[src/rtl/bit_pkg.sv]
package bit_pkg;

    // Which update a counter pair applies on the coming edge.
    typedef enum logic [1:0] {
        UPD_HOLD    = 2'd0,
        UPD_ADVANCE = 2'd1,
        UPD_RELOAD  = 2'd2
    } upd_e;

endpackage

[src/rtl/bit_resync.sv]
// Combinational reload arithmetic for a received timestamp packet.
module bit_resync #(
    parameter int DELTA_W   = 13,
    parameter int DELTA_MOD = 7500,
    parameter int BI_W      = 14,
    parameter int CORR_W    = 16,
    parameter int LINK_W    = 16,
    parameter int ISO_W     = 16
) (
    input  logic [BI_W-1:0]    pkt_interval_i,
    input  logic [DELTA_W-1:0] pkt_delta_i,
    input  logic [CORR_W-1:0]  pkt_corr_i,
    input  logic [LINK_W-1:0]  link_delay_i,
    input  logic [ISO_W-1:0]   isoch_delay_i,
    output logic               accept_o,
    output logic [DELTA_W-1:0] load_delta_o,
    output logic [BI_W-1:0]    load_interval_o
);

    localparam int ADD_W  = (ISO_W > LINK_W) ? ISO_W : LINK_W;
    localparam int POS_W  = ADD_W + 2;
    localparam int SUM_W  = ((POS_W > CORR_W) ? POS_W : CORR_W) + 2;
    localparam int QIN_W  = ((LINK_W > DELTA_W) ? LINK_W : DELTA_W) + 1;
    localparam logic [DELTA_W-1:0]     DELTA_TOP = DELTA_W'(DELTA_MOD - 1);
    localparam logic signed [SUM_W-1:0] MOD_S    = SUM_W'(DELTA_MOD);
    localparam logic [QIN_W-1:0]        MOD_Q    = QIN_W'(DELTA_MOD);

    typedef struct packed {
        logic [SUM_W-1:0] raw_sum;
        logic [QIN_W-1:0] carry_in;
    } calc_t;

    calc_t                    calc;
    logic signed [SUM_W-1:0]  sum_s;
    logic signed [SUM_W-1:0]  rem_s;
    logic [QIN_W-1:0]         quot;

    always_comb begin
        calc          = '0;
        calc.raw_sum  = SUM_W'(isoch_delay_i) + SUM_W'(link_delay_i)
                      + SUM_W'(pkt_delta_i) - SUM_W'(pkt_corr_i);
        calc.carry_in = QIN_W'(link_delay_i) + QIN_W'(pkt_delta_i);

        sum_s = $signed(calc.raw_sum);
        rem_s = sum_s % MOD_S;
        if (rem_s[SUM_W-1]) begin
            rem_s = rem_s + MOD_S;
        end
        quot = calc.carry_in / MOD_Q;

        accept_o        = (pkt_delta_i <= DELTA_TOP);
        load_delta_o    = DELTA_W'($unsigned(rem_s));
        load_interval_o = pkt_interval_i + BI_W'(quot);
    end

endmodule

[src/rtl/bit_delta_ctr.sv]
// Fine counter, modulo DELTA_MOD, with a combinational rollover flag.
module bit_delta_ctr
    import bit_pkg::*;
#(
    parameter int DELTA_W   = 13,
    parameter int DELTA_MOD = 7500
) (
    input  logic               clk_i,
    input  logic               rst_ni,
    input  upd_e               upd_i,
    input  logic [DELTA_W-1:0] load_i,
    output logic [DELTA_W-1:0] count_o,
    output logic               wrap_o
);

    localparam logic [DELTA_W-1:0] TOP = DELTA_W'(DELTA_MOD - 1);

    typedef struct packed {
        logic [DELTA_W-1:0] cnt;
    } dstate_t;

    dstate_t st_d, st_q;

    always_comb begin
        st_d   = st_q;
        wrap_o = 1'b0;
        unique case (upd_i)
            UPD_RELOAD: st_d.cnt = load_i;
            UPD_ADVANCE: begin
                if (st_q.cnt == TOP) begin
                    st_d.cnt = '0;
                    wrap_o   = 1'b1;
                end else begin
                    st_d.cnt = st_q.cnt + 1'b1;
                end
            end
            default: st_d = st_q;
        endcase
    end

    always_ff @(posedge clk_i or negedge rst_ni) begin
        if (!rst_ni) begin
            st_q <= '0;
        end else begin
            st_q <= st_d;
        end
    end

    assign count_o = st_q.cnt;

endmodule

[src/rtl/bit_interval_ctr.sv]
// Coarse counter, modulo 2**BI_W, stepped by the fine counter's rollover.
module bit_interval_ctr
    import bit_pkg::*;
#(
    parameter int BI_W = 14
) (
    input  logic            clk_i,
    input  logic            rst_ni,
    input  upd_e            upd_i,
    input  logic            step_i,
    input  logic [BI_W-1:0] load_i,
    output logic [BI_W-1:0] count_o
);

    typedef struct packed {
        logic [BI_W-1:0] cnt;
    } istate_t;

    istate_t st_d, st_q;

    always_comb begin
        st_d = st_q;
        if (upd_i == UPD_RELOAD) begin
            st_d.cnt = load_i;
        end else if (upd_i == UPD_ADVANCE && step_i) begin
            st_d.cnt = st_q.cnt + 1'b1;
        end
    end

    always_ff @(posedge clk_i or negedge rst_ni) begin
        if (!rst_ni) begin
            st_q <= '0;
        end else begin
            st_q <= st_d;
        end
    end

    assign count_o = st_q.cnt;

endmodule

[src/rtl/bus_interval_timer.sv]
module bus_interval_timer
    import bit_pkg::*;
#(
    parameter int DELTA_W   = 13,
    parameter int DELTA_MOD = 7500,
    parameter int BI_W      = 14,
    parameter int CORR_W    = 16,
    parameter int LINK_W    = 16,
    parameter int ISO_W     = 16
) (
    input  logic               clk_i,
    input  logic               rst_ni,
    input  logic               tick_i,
    input  logic               pkt_valid_i,
    input  logic [BI_W-1:0]    pkt_interval_i,
    input  logic [DELTA_W-1:0] pkt_delta_i,
    input  logic [CORR_W-1:0]  pkt_corr_i,
    input  logic [LINK_W-1:0]  link_delay_i,
    input  logic [ISO_W-1:0]   isoch_delay_i,
    output logic [DELTA_W-1:0] delta_o,
    output logic [BI_W-1:0]    interval_o,
    output logic               boundary_o
);

    typedef struct packed {
        logic pulse;
    } pstate_t;

    logic               accept;
    logic [DELTA_W-1:0] load_delta;
    logic [BI_W-1:0]    load_interval;
    logic               wrap;
    upd_e               upd;
    pstate_t            ps_d, ps_q;

    bit_resync #(
        .DELTA_W(DELTA_W), .DELTA_MOD(DELTA_MOD), .BI_W(BI_W),
        .CORR_W(CORR_W), .LINK_W(LINK_W), .ISO_W(ISO_W)
    ) u_resync (
        .pkt_interval_i (pkt_interval_i),
        .pkt_delta_i    (pkt_delta_i),
        .pkt_corr_i     (pkt_corr_i),
        .link_delay_i   (link_delay_i),
        .isoch_delay_i  (isoch_delay_i),
        .accept_o       (accept),
        .load_delta_o   (load_delta),
        .load_interval_o(load_interval)
    );

    // Reload outranks the tick; a rejected packet is as if absent.
    always_comb begin
        if (pkt_valid_i && accept) begin
            upd = UPD_RELOAD;
        end else if (tick_i) begin
            upd = UPD_ADVANCE;
        end else begin
            upd = UPD_HOLD;
        end
    end

    bit_delta_ctr #(
        .DELTA_W(DELTA_W), .DELTA_MOD(DELTA_MOD)
    ) u_delta (
        .clk_i  (clk_i),
        .rst_ni (rst_ni),
        .upd_i  (upd),
        .load_i (load_delta),
        .count_o(delta_o),
        .wrap_o (wrap)
    );

    bit_interval_ctr #(
        .BI_W(BI_W)
    ) u_interval (
        .clk_i  (clk_i),
        .rst_ni (rst_ni),
        .upd_i  (upd),
        .step_i (wrap),
        .load_i (load_interval),
        .count_o(interval_o)
    );

    always_comb begin
        ps_d       = ps_q;
        ps_d.pulse = wrap;
    end

    always_ff @(posedge clk_i or negedge rst_ni) begin
        if (!rst_ni) begin
            ps_q <= '0;
        end else begin
            ps_q <= ps_d;
        end
    end

    assign boundary_o = ps_q.pulse;

endmodule

[config.mk]
export PLATFORM = sky130hd
export DESIGN_NAME = bus_interval_timer
export DESIGN_NICKNAME = d
export VERILOG_FILES = /design/src/rtl/bit_pkg.sv /design/src/rtl/bit_resync.sv /design/src/rtl/bit_delta_ctr.sv /design/src/rtl/bit_interval_ctr.sv /design/src/rtl/bus_interval_timer.sv
export SDC_FILE = /design/constraint.sdc
export NUM_CORES = 1
export LEC_CHECK = 0
export ABC_AREA = 1
export BUFFER_PORTS_ARGS = -buffer_cell sky130_fd_sc_hd__buf_2
export CAP_MARGIN = 30
export CORE_MARGIN = 4
export CORE_UTILIZATION = 55
export CTS_BUF_LIST = sky130_fd_sc_hd__clkbuf_4 sky130_fd_sc_hd__clkbuf_8 sky130_fd_sc_hd__clkbuf_16
export CTS_CLUSTER_SIZE = 8
export DETAILED_ROUTE_END_ITERATION = 6
export PLACE_DENSITY = 0.78
export SETUP_SLACK_MARGIN = 0.3
export SYNTH_ARGS = -nofsm -noshare
export SYNTH_HDL_FRONTEND = slang
export SYNTH_SLANG_ARGS = --single-unit
[constraint.sdc]
create_clock -name clk_i -period 2.2 [get_ports clk_i]
set_clock_uncertainty 0.1 [all_clocks]
set_input_delay 0.11 -clock clk_i [delete_from_list [all_inputs] [get_ports clk_i]]
set_output_delay 0.11 -clock clk_i [all_outputs]
set_load 0.05 [all_outputs]
==> results of run 1 <==
-- synthesized netlist by cell type, drive strengths merged, types with 5 or more instances --
cell,number,share of area
a31oi,13,0.0082
xnor2,25,0.022
ha,60,0.075
nor2,151,0.072
clkbuf,5,0.0029
nand3b,10,0.0079
buf,10,0.012
dfrtp,28,0.070
nand3,186,0.11
o21bai,8,0.0060
xor2,75,0.070
clkinv,5,0.0026
o211ai,5,0.0038
o221ai,7,0.0061
or2,7,0.0044
nand4,27,0.017
a21oi,49,0.029
inv,280,0.11
o21ai,72,0.039
nor3,14,0.0080
nand2,578,0.28
fa,16,0.032
-- what timing repair did --
| action | 4_1_cts |
|---|---|
| pin swaps | 118 |
| endpoints found under the hold margin | 28 |
| cloned | 11 |
| buffers inserted | 139 |
| setup endpoints to repair | 27 |
| hold buffers | 1 |
| gates resized for setup | 280 |
-- metal layers --
metal	global-route usage	overflow
met5	0.270	0
met3	0.462	0
met2	0.903	15
met4	0.746	15
met1	0.622	0
-- cells by family after synthesis --
kind of cell	Yosys count	share of synthesized area
other	1	0.000376
AOI/OAI and AO/OA	165	0.101
and+or+nand+nor	980	0.504
DFF	28	0.0702
xor gates and xnor gates	100	0.0915
buffers and inverters	301	0.126
adders and majority gates	76	0.107
-- per-stage QoR --
stage	setup TNS, ps	std cells	hold WS [ps]	cell area (um^2)	util
4_1_cts	-157590	2529	45.4	16600	0.948
2_1_floorplan	-143450	1651	-286	10300	-
3_5_place_dp	-174420	2374	63.2	14100	0.804
3_3_place_gp	-162350	2374	65.4	14100	0.804
==> results.cfg, run 1 <==
[outcome]
stop_stage = global routing (5_1_grt)
status = aborted with a tool error
error = [ERROR GRT-0116] Global routing finished with congestion. Check the congestion regions in the DRC Viewer.

[die]
boundaryPins = 107
die_w_um = 143
start_util = 0.569
rows = 48
die_h_um = 143

[clock_tree]
root_buffer = clkbuf_16
h-tree-depth = 1
cts_buffers = 3
cts_buffer_depth = 2
cts.sink_count = 28

[place]
place_ws_ps = -8340
gp_congestion = 0.926
port_buffers = 106
post-dp-hpwl_mm = 26.2

[global_routing]
grt_pass1_vias = 19900
grt_pass1_wl_mm = 108
grtUsageTotal = 0.675
gr-total-overflow = 30
grt_max_degree = 29

[logic_synthesis]
synth.distinct_cells = 62
ys_seq_elements = 28
synth_flop_cell = dfrtp_1
synth_warnings = 0
seq_area_frac_synth = 0.0702
synthesis.area_mm2 = 0.00998
avgSynthCellArea_um2 = 6.04
async_reset_ff_frac = 1.00
netlist_instances = 1651
synth_nets = 1806
synth_edf_count = 0
==> run 2, diff against run 1 <==
- CORE_UTILIZATION: 55 -> 40
- CTS_BUF_LIST: sky130_fd_sc_hd__clkbuf_4 sky130_fd_sc_hd__clkbuf_8 sky130_fd_sc_hd__clkbuf_16 -> unset
- CTS_CLUSTER_SIZE: 8 -> unset
- PLACE_DENSITY: 0.78 -> unset
- PLACE_DENSITY_LB_ADDON: unset -> 0.15
- SETUP_SLACK_MARGIN: 0.3 -> unset
- clock period: 2.2 -> 2.9 ns (I/O delays scaled with it)
==> results.cfg, run 2 <==
[outcome]
status = finished, violations left
violations = negative setup slack

[global_routing]
gr-total-overflow = 0
grt_pass1_vias = 12500
grt_max_degree = 29
antenna_found_initial = 2
grt_pass1_wl_mm = 53.9
grtUsageTotal = 0.220

[routing]
drc = 0
drtIter0Drc = 589
num_vias = 12600
wl_per_cell_um = 12.8
antenna_left = 0
drt_first_pass_iters = 5
finalWirelength_mm = 33.3
via_per_inst = 4.82

[critical_path]
crit_slowest_cell = ha_4
critPathRequiredTime_ps = 2980
arrival_ps = 10360
path_class = in -> reg
worstPathMaxFanout = 7
critPathCaptureType = flop
crit_path_max_incr_delay_ps = 280
crit_top_cell = nand2_2
cp-start-kind = primary input

[place]
gp_congestion = 0.854
place_ws_ps = -7650
port_buffers = 106
post-dp-hpwl_mm = 24.3

[layout]
filler_cell_count = 1980
final_util = 0.700
layout_commonest_cell = buf_4
layout_common_cells = buf_4, nand2_1, inv_1, nand2_2, nand3_1
drive_gt1_frac = 0.517
nets = 2443
seqCellArea_um2 = 701
largest_reg_flops = 14
syn_to_final_growth_pct = 71.7
multi_input_area_mm2 = 0.00998

[logic_synthesis]
seq_area_frac_synth = 0.0702
synth_top_area_share = 0.166
synth_flop_cell = dfrtp_1
synth_top_cell_by_area = nand2_1
synth.distinct_cells = 62
netlist_instances = 1651
synthesis.area_mm2 = 0.00998
avgSynthCellArea_um2 = 6.04
synthMostInstantiatedCell = nand2_1
synth_warnings = 0
async_reset_ff_frac = 1.00
synthTopCellsByArea = nand2_1, inv_1, nand3_1
synth_nets = 1806
ys_seq_elements = 28
synth_edf_count = 0
synth_common_cells = nand2_1, inv_1, nand3_1

[sta]
setup_viol = 25
min_period_over_period = 3.55
fmax_mhz = 97.2
relSlewSlack = 0.571
drv_slew = 0
rsz0062_at_grt = true
hold_viol = 0
tightestPinTransition_ps = 643
finalCriticalPeriod_ps = 10290
whs_ps = 92.0
worst_slack_ps = -7390

[clock_tree]
cts_buffers = 3
root_buffer = clkbuf_16
cts.sink_count = 28
h-tree-depth = 1
path_clk_slew_ps = 70
clock_latency_ps = 270
cts_tree = done
cts_buffer_depth = 2

[die]
core-area_mm2 = 0.0245
die_w_um = 166
start_util = 0.408
die_h_um = 166
dieArea_mm2 = 0.0275
rows = 57
boundaryPins = 107

[min_path]
hp-class = in -> reg

[flow_run]
cap_violations = 0
run 2: cell counts after synthesis:
No cell type changed its count.
run 2: per-stage QoR:
| stage | setup TNS [ps] | std cells | instance area, um^2 |
|---|---|---|---|
| after CTS | -139140 | 2577 | 16100 |
| final | -148160 | 2613 | 17100 |
| after global routing | -165430 | 2612 | 17100 |
| after floorplan | -126790 | 1651 | 10300 |
| after detailed placement | -155380 | 2463 | 14100 |
| after global placement | -150890 | 2463 | 14100 |
run 2: layout make-up:
cell class / instances / share of cell area
antenna: 2 / 0.000292
clock buffer: 3 / 0.00438
clock inverter: 1 / 0.00175
inverter: 286 / 0.0651
multi-input combinational: 1330 / 0.582
sequential: 28 / 0.0409
tap: 324 / 0.0237
timing repair buffer: 639 / 0.281
run 2: final timing paths:
| kind | startpoint | end | depth (start not counted) | slack, ps |
|---|---|---|---|---|
| setup reg to reg | u_interval.count_o[2]$_DFFE_PN0P_ | u_interval.count_o[13]$_DFFE_PN0P_ | 13 | 450 |
| setup / recovery | link_delay_i[2] | u_delta.count_o[8]$_DFFE_PN0P_ | 96 | -7390 |
| max in group asynchronous | rst_ni | u_interval.count_o[4]$_DFFE_PN0P_ | 2 | 1950 |
| hold reg to reg | u_interval.count_o[13]$_DFFE_PN0P_ | u_interval.count_o[13]$_DFFE_PN0P_ | 2 | 490 |
| hold / removal | pkt_interval_i[13] | u_interval.count_o[13]$_DFFE_PN0P_ | 4 | 90 |
| min in group asynchronous | rst_ni | u_interval.count_o[12]$_DFFE_PN0P_ | 2 | 330 |
run 2: cell families (layout without fill, tap and decap cells):
logic type | after synthesis | in the layout | synth area share
compound gates | 165 | 165 | 0.101
xor+xnor | 100 | 100 | 0.0915
fa+ha+maj | 76 | 76 | 0.107
buf+inv | 301 | 929 | 0.126
flops | 28 | 28 | 0.0702
other cells | 1 | 3 | 0.000376
simple gates | 980 | 988 | 0.504
run 2: critical path: cells and delay by family:
kind,cells,cell delay [ps]
AND/OR/NAND/NOR,67,6200
AO/OA/AOI/OAI,12,1660
buffers and inverters,13,1420
adder cells (fa/ha/maj),3,680
XOR/XNOR,1,210
run 2: what timing repair did:
| action | in CTS | in global routing |
|---|---|---|
| cloned | 10 | 0 |
| hold buffers | 1 | 0 |
| endpoints found under the setup margin | 25 | 25 |
| hold endpoints to repair | 28 | 0 |
| gates resized for setup | 210 | 176 |
| buffers inserted | 104 | 39 |
| pin swaps | 83 | 129 |
run 2: metal layers:
| layer | share of wire | wire [um] | up-vias | track usage |
|---|---|---|---|---|
| met5 | 0.00042 | 14 | - | 0 |
| li1 | - | - | 6534 | - |
| met1 | 0.42 | 13900 | 5778 | 0.267 |
| met4 | 0.022 | 728 | 2 | 0.0416 |
| met3 | 0.025 | 843 | 64 | 0.0124 |
| met2 | 0.54 | 17900 | 225 | 0.428 |
Power of run 2 is left out: the tool's default activity adds up to more than one toggle a clock period on the data nets, which glitch-free logic cannot reach.
